$ cat config.mk
export PLATFORM = sky130hd
export DESIGN_NAME = fbm_unit
export DESIGN_NICKNAME = d
export VERILOG_FILES = /design/src/rtl/fbm_pkg.sv /design/src/rtl/fbm_pack.sv /design/src/rtl/fbm_expand.sv /design/src/rtl/fbm_cond.sv /design/src/rtl/fbm_unit.sv
export SDC_FILE = /design/constraint.sdc
export NUM_CORES = 1
export LEC_CHECK = 0
export ABC_CLOCK_PERIOD_IN_PS = 5600
export BUFFER_PORTS_ARGS = -buffer_cell sky130_fd_sc_hd__buf_2
export CORE_ASPECT_RATIO = 1.1
export CORE_MARGIN = 10
export CORE_UTILIZATION = 35
export CTS_CLUSTER_SIZE = 10
export DETAILED_ROUTE_END_ITERATION = 10
export GPL_ROUTABILITY_DRIVEN = 0
export GPL_TIMING_DRIVEN = 0
export PLACE_DENSITY = 0.57
export SYNTH_ARGS = -nofsm -noshare
export SYNTH_HDL_FRONTEND = slang
export SYNTH_SLANG_ARGS = --single-unit
export TNS_END_PERCENT = 30
$ cat constraint.sdc
create_clock -name clk -period 5.6 [get_ports clk]
set_clock_uncertainty 0.15 [all_clocks]
set_input_delay 0.84 -clock clk [delete_from_list [all_inputs] [get_ports clk]]
set_output_delay 0.84 -clock clk [all_outputs]
set_load 0.01 [all_outputs]
$ cat src/rtl/fbm_pkg.sv
package fbm_pkg;
    localparam int DBL_W   = 64;
    localparam int SGL_W   = 32;
    localparam int DEXP_W  = 11;
    localparam int SEXP_W  = 8;
    localparam int DFRAC_W = 52;
    localparam int SFRAC_W = 23;
    localparam int FRAC_PAD = DFRAC_W - SFRAC_W;
    localparam int NIB_W   = 4;
    localparam int POS_W   = $clog2(SFRAC_W + 1);
    localparam logic [DEXP_W-1:0] BIAS_DIFF = DEXP_W'(1023 - 127);
    localparam logic [DEXP_W-1:0] DEN_BASE  = DEXP_W'(1023 - 149);

    typedef struct packed {
        logic             valid;
        logic [DBL_W-1:0] result;
        logic             cond_we;
        logic             cond_sel;
        logic [NIB_W-1:0] cond;
    } out_t;
endpackage

$ cat src/rtl/fbm_pack.sv
module fbm_pack
    import fbm_pkg::*;
(
    input  logic               sign_i,
    input  logic               exp_top_i,
    input  logic [SEXP_W-2:0]  exp_low_i,
    input  logic [SFRAC_W-1:0] frac_top_i,
    output logic [SGL_W-1:0]   single_o
);
    always_comb begin
        single_o = {sign_i, exp_top_i, exp_low_i, frac_top_i};
    end
endmodule

$ cat src/rtl/fbm_expand.sv
module fbm_expand
    import fbm_pkg::*;
(
    input  logic [SGL_W-1:0] single_i,
    output logic [DBL_W-1:0] double_o
);
    logic               sgn;
    logic [SEXP_W-1:0]  exp_s;
    logic [SFRAC_W-1:0] frac_s;
    logic [POS_W-1:0]   lead;
    logic [SFRAC_W:0]   norm;
    logic [DEXP_W-1:0]  exp_d;
    logic [SFRAC_W-1:0] frac_d;

    assign sgn    = single_i[SGL_W-1];
    assign exp_s  = single_i[SGL_W-2 -: SEXP_W];
    assign frac_s = single_i[SFRAC_W-1:0];

    always_comb begin
        lead = '0;
        for (int i = 0; i < SFRAC_W; i++) begin
            if (frac_s[i]) lead = POS_W'(i);
        end
        norm = {1'b0, frac_s} << (POS_W'(SFRAC_W) - lead);
    end

    always_comb begin
        if (&exp_s) begin
            exp_d  = '1;
            frac_d = frac_s;
        end else if (exp_s == '0) begin
            if (frac_s == '0) begin
                exp_d  = '0;
                frac_d = '0;
            end else begin
                exp_d  = DEN_BASE + DEXP_W'(lead);
                frac_d = norm[SFRAC_W-1:0];
            end
        end else begin
            exp_d  = DEXP_W'(exp_s) + BIAS_DIFF;
            frac_d = frac_s;
        end
        double_o = {sgn, exp_d, frac_d, {FRAC_PAD{1'b0}}};
    end
endmodule

$ cat src/rtl/fbm_cond.sv
module fbm_cond
    import fbm_pkg::*;
(
    input  logic [DBL_W-1:0] value_i,
    output logic [NIB_W-1:0] int_nib_o,
    output logic [NIB_W-1:0] flt_nib_o
);
    logic zero_int, exp_ones, frac_zero, mag_zero, is_nan;

    assign zero_int  = (value_i == '0);
    assign exp_ones  = &value_i[DBL_W-2 -: DEXP_W];
    assign frac_zero = (value_i[DFRAC_W-1:0] == '0);
    assign mag_zero  = (value_i[DBL_W-2:0] == '0);
    assign is_nan    = exp_ones && !frac_zero;

    always_comb begin
        int_nib_o = {value_i[DBL_W-1], !value_i[DBL_W-1] && !zero_int, zero_int, 1'b0};
        if (is_nan)
            flt_nib_o = 4'b0001;
        else if (mag_zero)
            flt_nib_o = 4'b0010;
        else if (value_i[DBL_W-1])
            flt_nib_o = 4'b1000;
        else
            flt_nib_o = 4'b0100;
    end
endmodule

$ cat src/rtl/fbm_unit.sv
module fbm_unit
    import fbm_pkg::*;
(
    input  logic             clk,
    input  logic             rst_n,
    input  logic             valid_i,
    input  logic             dir_i,
    input  logic [1:0]       mode_i,
    input  logic [DBL_W-1:0] src_i,
    output logic             valid_o,
    output logic [DBL_W-1:0] result_o,
    output logic             cond_we_o,
    output logic             cond_sel_o,
    output logic [NIB_W-1:0] cond_o
);
    out_t out_d, out_q;

    logic [SGL_W-1:0] packed_single;
    logic [DBL_W-1:0] expanded;
    logic [DBL_W-1:0] res_c;
    logic [NIB_W-1:0] int_nib, flt_nib;

    fbm_pack i_pack (
        .sign_i     (src_i[DBL_W-1]),
        .exp_top_i  (src_i[DBL_W-2]),
        .exp_low_i  (src_i[DFRAC_W +: SEXP_W-1]),
        .frac_top_i (src_i[DFRAC_W-1 -: SFRAC_W]),
        .single_o   (packed_single)
    );

    fbm_expand i_expand (
        .single_i (src_i[SGL_W-1:0]),
        .double_o (expanded)
    );

    fbm_cond i_cond (
        .value_i   (res_c),
        .int_nib_o (int_nib),
        .flt_nib_o (flt_nib)
    );

    always_comb begin
        if (!mode_i[1])
            res_c = src_i;
        else if (dir_i)
            res_c = expanded;
        else
            res_c = {{(DBL_W-SGL_W){1'b0}}, packed_single};
    end

    always_comb begin
        out_d         = out_q;
        out_d.valid   = valid_i;
        out_d.cond_we = valid_i && mode_i[0];
        if (valid_i) begin
            out_d.result = res_c;
            if (mode_i[0]) begin
                out_d.cond_sel = dir_i;
                out_d.cond     = dir_i ? flt_nib : int_nib;
            end
        end
    end

    always_ff @(posedge clk) begin
        if (!rst_n) out_q <= '0;
        else        out_q <= out_d;
    end

    assign valid_o    = out_q.valid;
    assign result_o   = out_q.result;
    assign cond_we_o  = out_q.cond_we;
    assign cond_sel_o = out_q.cond_sel;
    assign cond_o     = out_q.cond;
endmodule

* After elaboration in Yosys (flattened, before gate mapping)
Index checks and enable logic that the tools add are counted.
** Storage, ports and cells
- Logic and storage cells :: 57
- Bits of input ports :: 70
- Output and inout bits :: 71
- Register bits :: 71
** Operators by class
- Shift-type cells :: 1
- Reduce and logical (&&, ||, !) cells :: 14
- Add/subtract/negate cells :: 3
- Multiplexer cells :: 34
** Operators by type and width (number)
- $mux 64 :: 2
- $mux 23 :: 3
- $logic_not 64->1 :: 1
- $logic_not 63->1 :: 1
- $logic_not 52->1 :: 1
- $mux 4 :: 12
- $mux 5 :: 7
- $mux 11 :: 3
- $logic_not 23->1 :: 1
- $shl 23x5->23 :: 1
- $mux 3 :: 4
- $add 10x5->11 const A :: 1
- $add 8x10->11 const B :: 1
- $reduce_and 11->1 :: 1
- $logic_not 8->1 :: 1
- $reduce_and 8->1 :: 1
- $sub 5x5->5 const A :: 1
- $mux 2 :: 2
- $logic_and 1x1->1 :: 3
- $logic_not 1->1 :: 3
- $reduce_and 2->1 :: 1
- $mux 1 :: 1

* Longest topological paths before layout
Gate-level depths: netlist (run 1).
- Depth after elaboration :: 34
- Depth in mapped cells :: 18
- Depth with buffers taken out :: 15

* Cells and area by module
Synthesis (run 1) repeated with hierarchy kept, for this count alone.
** Unflattened totals
- Cell total of the unflattened synthesis :: 960
- Area total of the unflattened synthesis :: 7065.5 µm²
** By module, submodules not included
- fbm_unit :: sequential area each 1421.4 µm², cells an instance 495, area each 3992.6 µm², times used 1
- fbm_expand :: sequential area each 0.0 µm², cells an instance 396, area each 2601.2 µm², times used 1
- fbm_pack :: sequential area each 0.0 µm², cells an instance 32, area each 240.2 µm², times used 1
- fbm_cond :: sequential area each 0.0 µm², cells an instance 37, area each 231.5 µm², times used 1

* Worst setup path after synthesis (run 1)
Ideal clock, no wire load.
- Path kind :: input to register
- From :: input src_i[14]
- To :: register out_q (netlist bit cond_o[1])
- Path slack :: 1158 ps
- Library setup time :: 70 ps
- Arrival time :: 4221 ps
- Required time :: 5380 ps
- Buffers on the path :: 3
- Stages :: 17
- Cell sequence :: buf_2 > or4_1 > nor2_1 > o21ai_1 > nand2_2 > inv_2 > buf_2 > buf_1 > ha_1 > xnor2_1 > nor2_1 > a221oi_1 > nand4_1 > nor4_1 > nand4_1 > or4_1 > a21oi_1
** On the way
- Longest elaborated chain between the ends :: 21
- Elaborated cells between the ends (all ways) :: 30
- Those cells by class :: add/sub: 2; shift: 1; mux: 20; reduce/logical: 7
** RTL lines
- from (decl) :: RTL line fbm_unit.sv:9 : input logic [DBL_W-1:0] src_i,
- $mux 4 (2 in a row) :: RTL line fbm_expand.sv:22 : if (frac_s[i]) lead = POS_W'(i);
- $mux 5 (7 in a row) :: RTL line fbm_expand.sv:22
- $sub 5x5->5 :: RTL line fbm_expand.sv:24 : norm = {1'b0, frac_s} << (POS_W'(SFRAC_W) - lead);
- $shl 23x5->23 :: RTL line fbm_expand.sv:24
- $mux 23 :: RTL line fbm_expand.sv:32 : if (frac_s == '0) begin
- $mux 23 :: RTL line fbm_expand.sv:31 : end else if (exp_s == '0) begin
- $mux 23 :: RTL line fbm_expand.sv:28 : if (&exp_s) begin
- $mux 64 :: RTL line fbm_unit.sv:45 : else if (dir_i)
- $mux 64 (*) :: RTL line fbm_unit.sv:43 : if (!mode_i[1])
- $logic_not 52->1 :: RTL line fbm_cond.sv:12 : assign frac_zero = (value_i[DFRAC_W-1:0] == '0);
- $logic_not 1->1 :: RTL line fbm_cond.sv:14 : assign is_nan = exp_ones && !frac_zero;
- $logic_and 1x1->1 :: RTL line fbm_cond.sv:14
- $mux 4 :: RTL line fbm_cond.sv:18 : if (is_nan)
- $mux 4 (*) :: RTL line fbm_unit.sv:59 : out_d.cond = dir_i ? flt_nib : int_nib;
- to (signal assigned) :: RTL line fbm_unit.sv:66 : else out_q <= out_d;
- to (decl) :: RTL line fbm_unit.sv:16 : out_t out_d, out_q;
Every way passes the cells marked *; elsewhere a longest branch is shown, timed or not.
A chain may end at the register's enable or synchronous reset.

* Final worst setup path (run 1)
- From :: input src_i[10]
- To :: register out_q (netlist bit cond_o[1])
** On the way
- Longest elaborated chain between the ends :: 25
- Elaborated cells between the ends (all ways) :: 34
- Those cells by class :: add/sub: 2; shift: 1; mux: 24; reduce/logical: 7
** RTL lines (RTL line)
- $mux 4 (6 in a row) :: fbm_expand.sv:22
- $mux 5 (7 in a row) :: fbm_expand.sv:22
- $sub 5x5->5 :: fbm_expand.sv:24
- $shl 23x5->23 :: fbm_expand.sv:24
- $mux 23 :: fbm_expand.sv:32
- $mux 23 :: fbm_expand.sv:31
- $mux 23 :: fbm_expand.sv:28
- $mux 64 :: fbm_unit.sv:45
- $mux 64 (*) :: fbm_unit.sv:43
- $logic_not 52->1 :: fbm_cond.sv:12
- $logic_not 1->1 :: fbm_cond.sv:14
- $logic_and 1x1->1 :: fbm_cond.sv:14
- $mux 4 :: fbm_cond.sv:18
- $mux 4 (*) :: fbm_unit.sv:59
Marks and branches as above.

==> results_dict.tcl, run 1 <==
set metrics [dict create \
    synth_flop_cell "dfxtp_1" \
    coreArea_um2 16300 \
    reg2regPathDepth 2 \
    netSwitchingPower_mw 0.580 \
    track_usage_pct 25.9 \
    start_util_pct 35.6 \
    p_seq_share_pct 34.1 \
    setup_violations 0 \
    antenna_cells 0 \
    grt_pass1_vias 7374 \
    p_comb_share_pct 29.4 \
    fillers 1784 \
    synth_top_area_cell "dfxtp_1" \
    drt-met1-wl_mm 11.5 \
    die-width_um 143 \
    rr_startpoint "result_o[30]$_SDFFE_PN0P_" \
    fin_crit_sh_pct 94.3 \
    drc 0 \
    routed_wl_mm 30.0 \
    powerDensity_nw_per_um2 231 \
    cts_buffers 9 \
    hold_class "flip-flop to flip-flop" \
    fin_ws_ns 0.317 \
    max_freq_ghz 0.189 \
    ys_seq_area_share_pct 24.5 \
    end_kind "flip-flop" \
    outcome "complete, no violations" \
    clk_latency_ns 0.34 \
    ys_ff_latch 71 \
    maxCapViolCount 0 \
    postCtsSetupBuffers 0 \
    rows 49 \
    h-tree-depth 3 \
    routedWlPerCell_um 25.4 \
    io_pins 141 \
    intPower_mw 1.05 \
    routed_via_density 6.70 \
    wl_met3_mm 3.75 \
    dp_worst_setup_slack_ns -0.474 \
    multi_input_area_um2 4000 \
    startpoint_type "input port" \
    cp.required_ns 5.72 \
    synth_top_area_share_pct 24.5 \
    route.met2.wl_mm 12.8 \
    numPortBuffers 133 \
    crit_end "cond_o[1]$_SDFFE_PN0P_" \
    rrSetupSlack_ns 4.65 \
    p_leak_nw 2.83 \
    grt_pass1_wl_mm 44.7 \
    grt_setup_unrepaired "false" \
    ys_top_cells_by_count "127 x nor2_1, 71 x dfxtp_1, 61 x nand2_1, 57 x a21oi_1, 48 x nor3_1" \
    nNetsFinal 1045 \
    worstPathMaxFanout 19 \
    worstPathArrival_ns 5.40 \
    dp_hpwl_mm 23.3 \
    top_layer_used "met4" \
    critPathKind "input port to flip-flop" \
    avgSynthCellArea_um2 7.01 \
    tns_ns 0 \
    synthToLayoutAreaGrowth_pct 21.2 \
    die_y_um 155 \
    cts.clk_slew.worst_paths_ns 0.06 \
    cts_tree "built" \
    antenna_found_initial 0 \
    cts_root_buffer "clkbuf_16" \
    ys_warn_count 0 \
    min_period_ns 5.28 \
    grt_start_max_net_pins 14 \
    cts_sinks 71 \
    cts_hold_buf 0 \
    clk_path_buf_depth 2 \
    dr.pass1.iters 6 \
    startpoint "src_i[10]" \
    via_count 7909 \
    synth_cells 829 \
    p_sw_share_pct 35.6 \
    ant_nets 0 \
    die-area_um2 22200 \
    drv_slew 0 \
    regArea_um2 1420 \
    slew_headroom_pct 39.1 \
    first_iter_violations 1217 \
    worst_pin_slew_ns 0.905 \
    synth-edff-count 0 \
    post-route-util_pct 43.2 \
    synth_nets 902 \
    peakVddDrop_uv 123 \
    drive_gt1_share_pct 20.2 \
    synth_cell_types 73 \
    grt_overflow_total 0 \
    r2r-end "result_o[30]$_SDFFE_PN0P_" \
    yosysMostFrequentCell "nor2_1" \
    clock_power_share_pct 36.5 \
    hold_viol 0 \
    synth_area_leaders "dfxtp_1 24%, nor2_1 8.2%, a21oi_1 4.9%" \
    async_flop_share_pct 0 \
    syn-cell-area_um2 5810 \
]
power by group through the flow:
stage / clock network [mW] / logic [mW] / registers [mW]
after floorplan: 0 / 0.253 / 0.580
after global placement: 0 / 0.460 / 0.565
after detailed placement: 0 / 0.459 / 0.565
after CTS: 0.600 / 0.462 / 0.555
after global routing: 0.621 / 0.508 / 0.558
final: 0.594 / 0.479 / 0.554
worst max-delay path, stage by stage:
cell and delay, ns:
buf_2 0.10, clkbuf_1 0.60, o31ai_1 0.22, o21ai_1 0.49, nand2_2 0.24, inv_2 0.23
buf_2 0.42, ha_1 0.28, xnor2_1 0.13, nor2_1 0.08, a221oi_2 0.42, nand4_1 0.19
nor4_1 0.31, nand4_1 0.19, or4_1 0.51, a21oi_1 0.15
placed cells by master, fill, tap and decap left out, drive strengths merged, types with 4 or more instances in the layout:
| master | count |
|---|---|
| and2 | 6 |
| a221oi | 32 |
| nand2 | 62 |
| o211ai | 10 |
| a21o | 6 |
| a21oi | 58 |
| a311oi | 5 |
| inv | 24 |
| clkbuf | 56 |
| a31oi | 16 |
| o21bai | 4 |
| a2111oi | 9 |
| o31ai | 14 |
| nor2b | 10 |
| nor3 | 51 |
| o21ai | 37 |
| buf | 161 |
| nor2 | 128 |
| mux2i | 15 |
| a21boi | 4 |
| nand3 | 19 |
| or4 | 9 |
| dfxtp | 71 |
| and3 | 10 |
| a22oi | 21 |
| o2bb2ai | 4 |
| a211oi | 38 |
| nand4 | 16 |
| o22ai | 4 |
| nor4 | 19 |
cell families (layout without fill, tap and decap cells):
logic type / Yosys count / count (layout) / share of synthesized area, %
simple gates: 343 / 343 / 28.5
compound gates: 296 / 296 / 36.4
fa+ha+maj: 3 / 3 / 0.646
buf+inv: 98 / 246 / 6.82
flops: 71 / 71 / 24.5
xor+xnor: 1 / 1 / 0.151
mux: 17 / 17 / 2.97
worst min-delay path by stage:
stage	from	slack [ns]	cells after the start	to
2_1_floorplan	cond_o[1]$_SDFFE_PN0P_	0.33	2	cond_o[1]$_SDFFE_PN0P_
3_3_place_gp	cond_o[1]$_SDFFE_PN0P_	0.30	2	cond_o[1]$_SDFFE_PN0P_
3_5_place_dp	cond_sel_o$_SDFFE_PN0P_	0.30	2	cond_sel_o$_SDFFE_PN0P_
4_1_cts	cond_sel_o$_SDFFE_PN0P_	0.31	2	cond_sel_o$_SDFFE_PN0P_
5_1_grt	cond_sel_o$_SDFFE_PN0P_	0.32	2	cond_sel_o$_SDFFE_PN0P_
6_report	cond_sel_o$_SDFFE_PN0P_	0.30	2	cond_sel_o$_SDFFE_PN0P_
layer usage:
metal  global-route usage [%]  vias to the layer above
met3                     6.46                      138
met1                     32.4                     3676
li1                         -                     3465
met4                     16.7                        0
met5                        0                        -
met2                     38.6                      630
through the flow:
| stage | area [um^2] | hold WS, ns | power [mW] | cells |
|---|---|---|---|---|
| 3_3_place_gp | 6730 | 0.297 | 1.02 | 1166 |
| 5_1_grt | 7040 | 0.318 | 1.69 | 1181 |
| 4_1_cts | 7050 | 0.307 | 1.62 | 1182 |
| 3_5_place_dp | 6730 | 0.298 | 1.02 | 1166 |
| 2_1_floorplan | 5810 | 0.326 | 0.833 | 829 |
| 6_report | 7040 | 0.303 | 1.63 | 1181 |
final cells by class:
class	instances	share of cell area, %
plain buffers	74	4.35
clock buffers	10	3.39
clock inverters	6	0.977
inverters	23	1.23
multi-input cells	660	56.8
flip-flops and latches	71	20.2
well taps	204	3.62
repair buffers	133	9.45
flip-flops by register name (all words and copies together) (netlist names):
signal	flops
cond_we_o	1
valid_o	1
cond_o	4
result_o	64
cond_sel_o	1
what timing repair did:
action                     in CTS  in global routing
setup endpoints to repair       1                  1
pin swaps                       0                  0
resized for setup               1                  0
gates cloned                    0                  0
No activity file was read; power rests on OpenSTA's default activity.
==> run 2: changes to the inputs <==
==> constraint.sdc (replaced) <==
create_clock -name clk -period 5.6 [get_ports clk]
set_clock_uncertainty 0.15 [all_clocks]
set_input_delay 0.28 -clock clk [delete_from_list [all_inputs] [get_ports clk]]
set_output_delay 0.28 -clock clk [all_outputs]
set_load 0.01 [all_outputs]
==> results_dict.tcl, run 2 (synthesis results as in run 1) <==
set metrics [dict create \
    outcome "complete, no violations" \
    worst_pin_slew_ns 0.971 \
    grt_overflow_total 0 \
    setup_violations 0 \
    cts.clk_slew.worst_paths_ns 0.06 \
    hold_class "input port to flip-flop" \
    routed_wl_mm 30.0 \
    p_leak_nw 2.83 \
    cts_hold_buf 0 \
    dr.pass1.iters 6 \
    slew_headroom_pct 33.6 \
    maxCapViolCount 0 \
    track_usage_pct 25.9 \
    layout_common_cells "153 x buf_2, 127 x nor2_1, 71 x dfxtp_1" \
    drc 0 \
    grt_pass1_vias 7374 \
    routedWlPerCell_um 25.4 \
    hold_viol 0 \
    cts_root_buffer "clkbuf_16" \
    antenna_cells 0 \
    cts_sinks 71 \
    clk_path_buf_depth 2 \
    cts_buffers 9 \
    grt_start_max_net_pins 14 \
    ant_nets 0 \
    fin_crit_sh_pct 96.4 \
    h-tree-depth 3 \
    rrSetupSlack_ns 4.65 \
    dp_hpwl_mm 23.3 \
    drv_slew 0 \
    cp.required_ns 5.72 \
    worstPathArrival_ns 5.52 \
    synthToLayoutAreaGrowth_pct 21.1 \
    die-width_um 143 \
    die-area_um2 22200 \
    first_iter_violations 1206 \
    peakVddDrop_uv 123 \
    startpoint_type "input port" \
    rows 49 \
    drive_gt1_share_pct 20.0 \
    via_count 7828 \
    postCtsSetupBuffers 0 \
    die_y_um 155 \
    mostFrequentLayoutCell "buf_2" \
    start_util_pct 35.6 \
    coreArea_um2 16300 \
    routed_via_density 6.62 \
    end_kind "flip-flop" \
    power_mw 1.63 \
    powerDensity_nw_per_um2 231 \
    grt_setup_unrepaired "false" \
    largest_reg_flops 64 \
    grt_pass1_wl_mm 44.7 \
    clk_latency_ns 0.34 \
    io_pins 141 \
    worstPathMaxFanout 10 \
    min_period_ns 5.40 \
    antenna_found_initial 0 \
    max_freq_ghz 0.185 \
    tns_ns 0 \
    cts_tree "built" \
    post_cts_resized 0 \
    nNetsFinal 1046 \
    critPathKind "input port to flip-flop" \
    numPortBuffers 133 \
]
-- run 2: changes by cell type in the layout (fill, tap and decap cells not counted) --
cell,change
a221oi_1,+1
buf_1,+1
a221oi_2,-1
-- run 2: routing by layer --
layer | wire [um] | global-route usage, % | up-vias
met5 | 0 | 0 | -
met4 | 2010 | 16.7 | 0
met3 | 3460 | 6.46 | 151
met2 | 12900 | 38.6 | 594
met1 | 11600 | 32.4 | 3611
li1 | - | - | 3472
-- run 2: final timing paths --
check	startpoint	to	cells after the start
worst min register to register	cond_sel_o$_SDFFE_PN0P_	cond_sel_o$_SDFFE_PN0P_	2
worst max register to register	result_o[30]$_SDFFE_PN0P_	result_o[30]$_SDFFE_PN0P_	2
worst max-delay path	src_i[10]	cond_o[1]$_SDFFE_PN0P_	17
worst min-delay path	mode_i[0]	cond_sel_o$_SDFFE_PN0P_	3
-- run 2: worst max-delay path, cell delays in order --
cell and delay, ns:
buf_2 0.10, clkbuf_1 0.59, o31ai_1 0.22, o21ai_1 0.48
nand2_2 0.24, inv_2 0.23, buf_2 0.30, buf_1 0.49
ha_1 0.30, xnor2_1 0.13, nor2_1 0.07, a221oi_1 0.67
nand4_1 0.22, nor4_1 0.32, nand4_1 0.19, or4_1 0.51
a21oi_1 0.15
-- run 2: final cells by class --
class,instances,area [um^2]
fillers,1784,9270
multi-input cells,660,4000
flip-flops and latches,71,1420
repair buffers,133,666
plain buffers,75,310
well taps,204,255
clock buffers,10,239
inverters,23,86.3
clock inverters,6,68.8
-- run 2: power breakdown --
part	leakage, nW	internal (mW)	switching [mW]
Clock	0.149	0.359	0.234
Combinational	2.09	0.151	0.328
Sequential	0.587	0.538	0.0163
Total	2.83	1.05	0.579
-- run 2: stage by stage --
| stage | std cells | utilization (%) | setup WS (ns) | hold WS, ns | area, um^2 |
|---|---|---|---|---|---|
| floorplan | 829 | - | 1.72 | 0.294 | 5810 |
| global placement | 1166 | 41.3 | 0.114 | 0.297 | 6730 |
| detailed placement | 1166 | 41.3 | 0.0856 | 0.298 | 6730 |
| CTS | 1182 | 43.2 | 0.411 | 0.0725 | 7040 |
| global route | 1182 | 43.2 | 0.0832 | 0.0922 | 7040 |
| finish | 1182 | 43.2 | 0.202 | 0.0773 | 7040 |
